File: config.mk
export PLATFORM = sky130hd
export DESIGN_NAME = gpio_dual_bank
export DESIGN_NICKNAME = d
export VERILOG_FILES = /design/src/rtl/gdb_pkg.sv /design/src/rtl/gdb_sync.sv /design/src/rtl/gdb_bank.sv /design/src/rtl/gdb_flags.sv /design/src/rtl/gpio_dual_bank.sv
export SDC_FILE = /design/constraint.sdc
export NUM_CORES = 1
export LEC_CHECK = 0
export BUFFER_PORTS_ARGS = -buffer_cell sky130_fd_sc_hd__buf_2
export CAP_MARGIN = 20
export CORE_ASPECT_RATIO = 0.6
export CORE_MARGIN = 2
export CORE_UTILIZATION = 55
export CTS_CLUSTER_SIZE = 12
export DETAILED_ROUTE_END_ITERATION = 16
export PLACE_DENSITY = 0.74
export SLEW_MARGIN = 20
export SYNTH_ARGS = -nofsm -noshare
export SYNTH_HDL_FRONTEND = slang
export SYNTH_SLANG_ARGS = --single-unit
File: constraint.sdc
create_clock -name clk -period 3.68 [get_ports clk]
set_clock_uncertainty 0.05 [all_clocks]
set_input_delay 0.736 -clock clk [delete_from_list [all_inputs] [get_ports clk]]
set_output_delay 0.736 -clock clk [all_outputs]
set_load 0.01 [all_outputs]
File: src/rtl/gdb_pkg.sv
package gdb_pkg;
  localparam int unsigned BUS_W = 32;

  // register index within one bank half (bus_word[2:0])
  localparam logic [2:0] IX_DOUT  = 3'd0;
  localparam logic [2:0] IX_DDIR  = 3'd1;
  localparam logic [2:0] IX_DIN   = 3'd2;
  localparam logic [2:0] IX_TPOL  = 3'd3;
  localparam logic [2:0] IX_PEND  = 3'd4;
  localparam logic [2:0] IX_IEN   = 3'd5;
  localparam logic [2:0] IX_INCPY = 3'd6;
  localparam logic [2:0] IX_SPEC  = 3'd7;

  // per-line select: sel=1 picks a (shared), sel=0 picks b (guarded)
  function automatic logic [BUS_W-1:0] steer(input logic [BUS_W-1:0] sel,
                                             input logic [BUS_W-1:0] a,
                                             input logic [BUS_W-1:0] b);
    return (sel & a) | (~sel & b);
  endfunction

  // level condition: input equals polarity bit
  function automatic logic [BUS_W-1:0] level_hit(input logic [BUS_W-1:0] lvl_in,
                                                 input logic [BUS_W-1:0] pol);
    return ~(lvl_in ^ pol);
  endfunction
endpackage

File: src/rtl/gdb_sync.sv
module gdb_sync #(
  parameter int unsigned W     = 32,
  parameter int unsigned DEPTH = 2
) (
  input  logic         clk,
  input  logic         rst_n,
  input  logic [W-1:0] d,
  output logic [W-1:0] q
);
  logic [W-1:0] stg [DEPTH];

  always_ff @(posedge clk or negedge rst_n) begin
    if (!rst_n) begin
      for (int k = 0; k < DEPTH; k++) stg[k] <= '0;
    end else begin
      stg[0] <= d;
      for (int k = 1; k < DEPTH; k++) stg[k] <= stg[k-1];
    end
  end

  assign q = stg[DEPTH-1];

  generate
    for (genvar k = 1; k < DEPTH; k++) begin : g_chk
      // each stage carries the previous stage one edge later
      a_r5_stage_shift: assert property (@(posedge clk) disable iff (!rst_n)
        stg[k] == $past(stg[k-1]));
    end
  endgenerate
endmodule

File: src/rtl/gdb_bank.sv
module gdb_bank #(
  parameter int unsigned W = 32
) (
  input  logic         clk,
  input  logic         rst_n,
  input  logic         wr,
  input  logic [2:0]   idx,
  input  logic [W-1:0] wdata,
  output logic [W-1:0] q_dout,
  output logic [W-1:0] q_ddir,
  output logic [W-1:0] q_tpol,
  output logic [W-1:0] q_ien
);
  import gdb_pkg::*;

  logic hit_dout, hit_ddir, hit_tpol, hit_ien;
  assign hit_dout = wr && (idx == IX_DOUT);
  assign hit_ddir = wr && (idx == IX_DDIR);
  assign hit_tpol = wr && (idx == IX_TPOL);
  assign hit_ien  = wr && (idx == IX_IEN);

  always_ff @(posedge clk or negedge rst_n) begin
    if (!rst_n) begin
      q_dout <= '0;
      q_ddir <= '0;
      q_tpol <= '0;
      q_ien  <= '0;
    end else begin
      if (hit_dout) q_dout <= wdata;
      if (hit_ddir) q_ddir <= wdata;
      if (hit_tpol) q_tpol <= wdata;
      if (hit_ien)  q_ien  <= wdata;
    end
  end

  // a bank not selected for writing holds its direction bits
  a_r4_bank_hold: assert property (@(posedge clk) disable iff (!rst_n)
    !wr |=> $stable(q_ddir));
endmodule

File: src/rtl/gdb_flags.sv
module gdb_flags #(
  parameter int unsigned W = 32
) (
  input  logic         clk,
  input  logic         rst_n,
  input  logic [W-1:0] hit,
  input  logic [W-1:0] clr,
  output logic [W-1:0] flag
);
  generate
    for (genvar i = 0; i < W; i++) begin : g_line
      always_ff @(posedge clk or negedge rst_n) begin
        if (!rst_n)      flag[i] <= 1'b0;
        else if (clr[i]) flag[i] <= 1'b0;
        else if (hit[i]) flag[i] <= 1'b1;
      end

      // a clear strobe empties the flag on that edge
      a_r7_clear_wins: assert property (@(posedge clk) disable iff (!rst_n)
        clr[i] |=> !flag[i]);
      // level condition without clear sets the flag
      a_r6_level_sets: assert property (@(posedge clk) disable iff (!rst_n)
        (hit[i] && !clr[i]) |=> flag[i]);
      // flag is sticky until cleared
      a_r6_sticky: assert property (@(posedge clk) disable iff (!rst_n)
        (flag[i] && !clr[i]) |=> flag[i]);
    end
  endgenerate
endmodule

File: src/rtl/gpio_dual_bank.sv
module gpio_dual_bank #(
  parameter int unsigned LINES      = 32,
  parameter int unsigned SYNC_DEPTH = 2
) (
  input  logic             clk,
  input  logic             rst_n,
  input  logic             priv_ok,
  input  logic             bus_we,
  input  logic [3:0]       bus_word,
  input  logic [31:0]      bus_wdata,
  output logic [31:0]      bus_rdata,
  input  logic [LINES-1:0] pad_in,
  output logic [LINES-1:0] pad_out,
  output logic [LINES-1:0] pad_oe,
  output logic             irq_sec,
  output logic             irq_pri
);
  import gdb_pkg::*;

  localparam int unsigned W = LINES;

  // decode
  logic       in_guard;
  logic [2:0] idx;
  logic       wr_sh, wr_gd, wr_en_reg, wr_owner;
  assign in_guard  = bus_word[3];
  assign idx       = bus_word[2:0];
  assign wr_sh     = bus_we && !in_guard && (idx != IX_SPEC);
  assign wr_gd     = bus_we &&  in_guard && (idx != IX_SPEC) && priv_ok;
  assign wr_en_reg = bus_we && !in_guard && (idx == IX_SPEC) && priv_ok;
  assign wr_owner  = bus_we &&  in_guard && (idx == IX_SPEC) && priv_ok;

  logic [W-1:0] wd;
  assign wd = bus_wdata[W-1:0];

  // special registers
  logic [W-1:0] owner, line_en;
  always_ff @(posedge clk or negedge rst_n) begin
    if (!rst_n) begin
      owner   <= '0;
      line_en <= '0;
    end else begin
      if (wr_owner)  owner   <= wd;
      if (wr_en_reg) line_en <= wd;
    end
  end

  // banks
  logic [W-1:0] s_dout, s_ddir, s_tpol, s_ien;
  logic [W-1:0] g_dout, g_ddir, g_tpol, g_ien;

  gdb_bank #(.W(W)) u_shared (
    .clk(clk), .rst_n(rst_n), .wr(wr_sh), .idx(idx), .wdata(wd),
    .q_dout(s_dout), .q_ddir(s_ddir), .q_tpol(s_tpol), .q_ien(s_ien));

  gdb_bank #(.W(W)) u_guarded (
    .clk(clk), .rst_n(rst_n), .wr(wr_gd), .idx(idx), .wdata(wd),
    .q_dout(g_dout), .q_ddir(g_ddir), .q_tpol(g_tpol), .q_ien(g_ien));

  // input synchroniser
  logic [W-1:0] sync_in;
  gdb_sync #(.W(W), .DEPTH(SYNC_DEPTH)) u_sync (
    .clk(clk), .rst_n(rst_n), .d(pad_in), .q(sync_in));

  // 32-bit views for the package helpers
  logic [BUS_W-1:0] own32, sel_pol32, in32;
  always_comb begin
    own32 = '0;
    own32[W-1:0] = owner;
    in32 = '0;
    in32[W-1:0] = sync_in;
  end

  // pad steering
  logic [BUS_W-1:0] oe32, out32, pol32_s, pol32_g;
  always_comb begin
    pol32_s = '0; pol32_s[W-1:0] = s_tpol;
    pol32_g = '0; pol32_g[W-1:0] = g_tpol;
  end
  always_comb begin
    logic [BUS_W-1:0] a, b;
    a = '0; b = '0;
    a[W-1:0] = s_ddir; b[W-1:0] = g_ddir;
    oe32 = steer(own32, a, b);
    a[W-1:0] = s_dout; b[W-1:0] = g_dout;
    out32 = steer(own32, a, b);
  end
  assign sel_pol32 = steer(own32, pol32_s, pol32_g);
  assign pad_oe  = oe32[W-1:0];
  assign pad_out = out32[W-1:0];

  // pending flags
  logic [BUS_W-1:0] hit32;
  logic [W-1:0]     level_ev, clr_ev, flag;
  assign hit32    = level_hit(in32, sel_pol32);
  assign level_ev = hit32[W-1:0];
  assign clr_ev   = ((wr_sh && idx == IX_PEND) ? (wd &  owner) : '0)
                  | ((wr_gd && idx == IX_PEND) ? (wd & ~owner) : '0);

  gdb_flags #(.W(W)) u_flags (
    .clk(clk), .rst_n(rst_n), .hit(level_ev), .clr(clr_ev), .flag(flag));

  // interrupts
  logic [W-1:0] fire_s, fire_g;
  assign fire_s  = flag &  owner & s_ien;
  assign fire_g  = flag & ~owner & g_ien;
  assign irq_sec = |fire_s;
  assign irq_pri = |fire_g;

  // read mux
  always_comb begin
    logic [W-1:0] v;
    v = '0;
    unique case (idx)
      IX_DOUT:  v = in_guard ? g_dout : s_dout;
      IX_DDIR:  v = in_guard ? g_ddir : s_ddir;
      IX_DIN:   v = sync_in;
      IX_TPOL:  v = in_guard ? g_tpol : s_tpol;
      IX_PEND:  v = in_guard ? (flag & ~owner) : (flag & owner);
      IX_IEN:   v = in_guard ? g_ien : s_ien;
      IX_INCPY: v = sync_in;
      IX_SPEC:  v = in_guard ? owner : line_en;
      default:  v = '0;
    endcase
    bus_rdata = '0;
    bus_rdata[W-1:0] = v;
  end

  // owner and enable registers locked without privilege
  a_r4_owner_locked: assert property (@(posedge clk) disable iff (!rst_n)
    (bus_we && !priv_ok) |=> ($stable(owner) && $stable(line_en)));
  // guarded bank output value locked without privilege
  a_r4_guard_locked: assert property (@(posedge clk) disable iff (!rst_n)
    (bus_we && !priv_ok && in_guard) |=> $stable(g_dout));
  // no pending flag means no interrupt
  a_r9_quiet: assert property (@(posedge clk) disable iff (!rst_n)
    (flag == '0) |-> (!irq_sec && !irq_pri));
  // pending read never shows lines of the other bank
  a_r8_pend_filter: assert property (@(posedge clk) disable iff (!rst_n)
    (idx == IX_PEND) |-> ((bus_rdata[W-1:0] & (in_guard ? owner : ~owner)) == '0));
  // a clear of a line through the non-owning bank never empties it
  a_r7_foreign_clear: assert property (@(posedge clk) disable iff (!rst_n)
    (wr_sh && idx == IX_PEND && ((flag & ~owner & wd) != '0) && !wr_gd)
      |=> ((flag & ~$past(owner) & $past(flag & ~owner & wd)) == $past(flag & ~owner & wd)));
endmodule

==> impl_metrics.json <==
{
  "critical_path.slowest_cell": "sky130_fd_sc_hd__buf_4",
  "area.growth.synth_to_final_pct": 12.04,
  "grt_pass1_vias": 14625,
  "worstPathArrival_ps": 2580,
  "start_util_pct": 55.59,
  "power_uw": 13050,
  "clk_path_buf_depth": 3,
  "final_core_utilization_pct": 62.28,
  "num_vias": 14385,
  "detail_route.drc_violations": 0,
  "route.final.wire_length_um": 58480,
  "synth_top_cell_area_share_pct": 49.84,
  "worstMarginPinSlew_ps": 682.9,
  "timing.critical_path.from_type": "input port",
  "worst-path-max-fanout": 16,
  "rsz0062_at_grt": "false",
  "ant_nets": 0,
  "detailed_place_hpwl_um": 38980,
  "regToRegStartpoint": "own32[24]",
  "viasPerCell": 6.301,
  "finalCritPeriodShare_pct": 91.58,
  "power_density_nw_per_um2": 557.7,
  "timing.final.max_slew_violations": 0,
  "count_of_input_and_output_buffers": 169,
  "cts_made_buffers": 42,
  "tritoncts": "built",
  "worst_setup_hold_path_clk_slew_ps": 60,
  "cts_hold_repair.buffers": 0,
  "postCtsSetupRepairBufs": 0,
  "slew-limit-headroom_pct": 54.33,
  "die_x_um": 255.6,
  "fmax_mhz": 296.7,
  "hold_path.class": "input port to asynchronous set/reset pin",
  "htree_levels": 2,
  "slowest_delay_ps": 330,
  "post_route_cells_drive_above_1_share_pct": 37.80,
  "clock_latency_ps": 540,
  "final_hold_vio_count": 0,
  "synth_seq_area_share_pct": 49.84,
  "cp_data_required_time_ps": 2890,
  "area_contributors_post_synth": "sky130_fd_sc_hd__dfrtp_1, sky130_fd_sc_hd__mux2_2, sky130_fd_sc_hd__mux2i_1",
  "rd_place_congestion": 0.8985,
  "fin_setup_tns_ps": 0,
  "layout.cell_area.non_filler_um2": 23400,
  "fp-row-count": 55,
  "syn-cell-area_um2": 20890,
  "drt-pass1-iter-count": 8,
  "numClockSinks": 416,
  "setup.reg_to_reg.worst_slack_ps": 2190,
  "r2r-end": "u_flags.flag[24]",
  "core_area_um2": 37570,
  "groute.usage.overall_pct": 29.56,
  "number_of_failing_setup_endpoints_in_the_final_timing_report": 0,
  "critical_path.endpoint_type": "output pin",
  "mappedNetlistNets": 1705,
  "path_cells": "buf_2 -> buf_4 -> and3_1 -> buf_4 -> nand2_1 -> a32o_1 -> a22oi_1 -> buf_2",
  "worst_slack_on_hold_paths_ps": 121.1,
  "worst_r2r_path_depth": 4,
  "dieArea_um2": 39600,
  "clock-root-buffer": "sky130_fd_sc_hd__clkbuf_16",
  "placement_stage_cell_area_um2": 22190,
  "cts-resized-gates": 0,
  "drt-initial-drc-count": 1477,
  "io_pins": 170,
  "power.static_leakage_uw": 0.01059,
  "synthesis.yosys.warnings": 0,
  "ys_ff_latch": 416,
  "postSynthAreaPerCell_um2": 12.79,
  "synth_cell_type_count": 44,
  "grt_max_degree": 80,
  "cap_violations": 0,
  "die-height_um": 155.0,
  "ir_drop_mv": 0.3237,
  "fin_nets": 1823,
  "synth_area_leader_cell": "sky130_fd_sc_hd__dfrtp_1",
  "outcome": "completed",
  "path_class": "input port to output pin",
  "antenna_found_initial": 3,
  "drt-wirelength-per-cell_um": 25.61,
  "synthesis.instances": 1633,
  "grt.overflow.total": 0,
  "fin_crit_ps": 3370,
  "grt_pass1_wl_um": 90000
}
==> cells in the mapped netlist (all sizes together) <==
library cell / instances
xor2: 49
clkbuf: 76
nor4: 18
a32o: 24
nor2b: 2
a22oi: 17
a221oi: 5
or2: 2
a41oi: 1
dfrtp: 416
nand3: 35
nor3b: 1
a21oi: 76
buf: 78
mux2: 392
inv: 5
a211oi: 15
xnor2: 3
nand4: 9
nand3b: 14
or3: 2
o22ai: 48
nor3: 1
o221ai: 3
nand2: 62
a31oi: 16
and3: 2
nor2: 53
a211o: 3
mux2i: 204
nand2b: 1
==> worst max-delay path by stage <==
stage,startpoint,end,slack [ps],depth (start not counted)
2_1_floorplan,bus_word[0],bus_rdata[11],990,7
3_3_place_gp,bus_word[0],bus_rdata[14],390,8
3_5_place_dp,bus_word[0],bus_rdata[14],320,8
4_1_cts,bus_word[0],bus_rdata[14],320,8
5_1_grt,bus_word[0],bus_rdata[14],230,8
6_report,bus_word[0],bus_rdata[14],310,8
==> metrics by stage <==
| step | setup WS [ps] | cells |
|---|---|---|
| final | 309.7 | 2283 |
| after CTS | 317.0 | 2280 |
| after floorplan | 992.0 | 1633 |
| after global placement | 385.2 | 2220 |
| after global routing | 227.8 | 2282 |
| after detailed placement | 319.9 | 2220 |
==> state kept, by name (all words and copies together), names as in the netlist <==
register / count
u_guarded.q_ddir: 32
u_shared.q_dout: 32
own32: 32
line_en: 32
u_shared.q_ien: 32
u_guarded.q_tpol: 32
u_guarded.q_ien: 32
u_sync.stg: 32
u_guarded.q_dout: 32
u_shared.q_ddir: 32
u_flags.flag: 32
u_sync.q: 32
u_shared.q_tpol: 32
==> layout make-up <==
class	instances	area (µm²)
fillers	2938	14170
flip-flops and latches	416	10410
multi-input cells	1058	9580
repair buffers	228	1534
clock buffers	57	1189
well taps	513	641.9
clock inverters	3	21.27
inverters	5	18.77
diodes	3	7.507
==> logic make-up (layout without fill, tap and decap cells) <==
logic type | after synthesis | in the layout | share of synthesized area, %
buffers and inverters | 159 | 293 | 4.427
DFF | 416 | 416 | 49.84
other | 0 | 3 | 0
muxes | 596 | 596 | 31.99
xor gates and xnor gates | 52 | 52 | 2.180
and+or+nand+nor | 202 | 202 | 5.026
AOI/OAI and AO/OA | 208 | 208 | 6.541
==> placed cells by master (no fill, tap or decap), drive strengths merged, types with 3 or more instances in the layout <==
master / instances
a31oi: 16
a22oi: 17
nand4: 9
inv: 6
a221oi: 5
a32o: 24
nor2: 53
o22ai: 48
a211o: 3
mux2: 392
dfrtp: 416
xnor2: 3
nand3: 35
clkbuf: 57
nand3b: 14
diode: 3
nand2: 62
a21oi: 76
a211oi: 15
nor4: 18
buf: 228
mux2i: 204
o221ai: 3
xor2: 49
==> per-layer routing <==
layer / up-vias / wire length (µm) / GRT usage (%)
met5: - / 0 / 0
met4: 0 / 1671 / 8.995
met3: 112 / 5121 / 5.963
met2: 676 / 25460 / 43.74
met1: 7424 / 26230 / 44.04
li1: 6173 / - / -
==> power breakdown <==
part	internal, µW	switching [µW]	leakage, µW
Sequential	5360	824	0.00505
Clock	2230	1740	0.000591
Combinational	1570	1330	0.00494
Total	9160	3890	0.0106
==> critical path, delay by kind of cell <==
family | cells | cell delay [ps]
AO/OA/AOI/OAI | 2 | 460
buffers and inverters | 4 | 1050
AND/OR/NAND/NOR | 2 | 300
(Power assumes the default switching activity.)
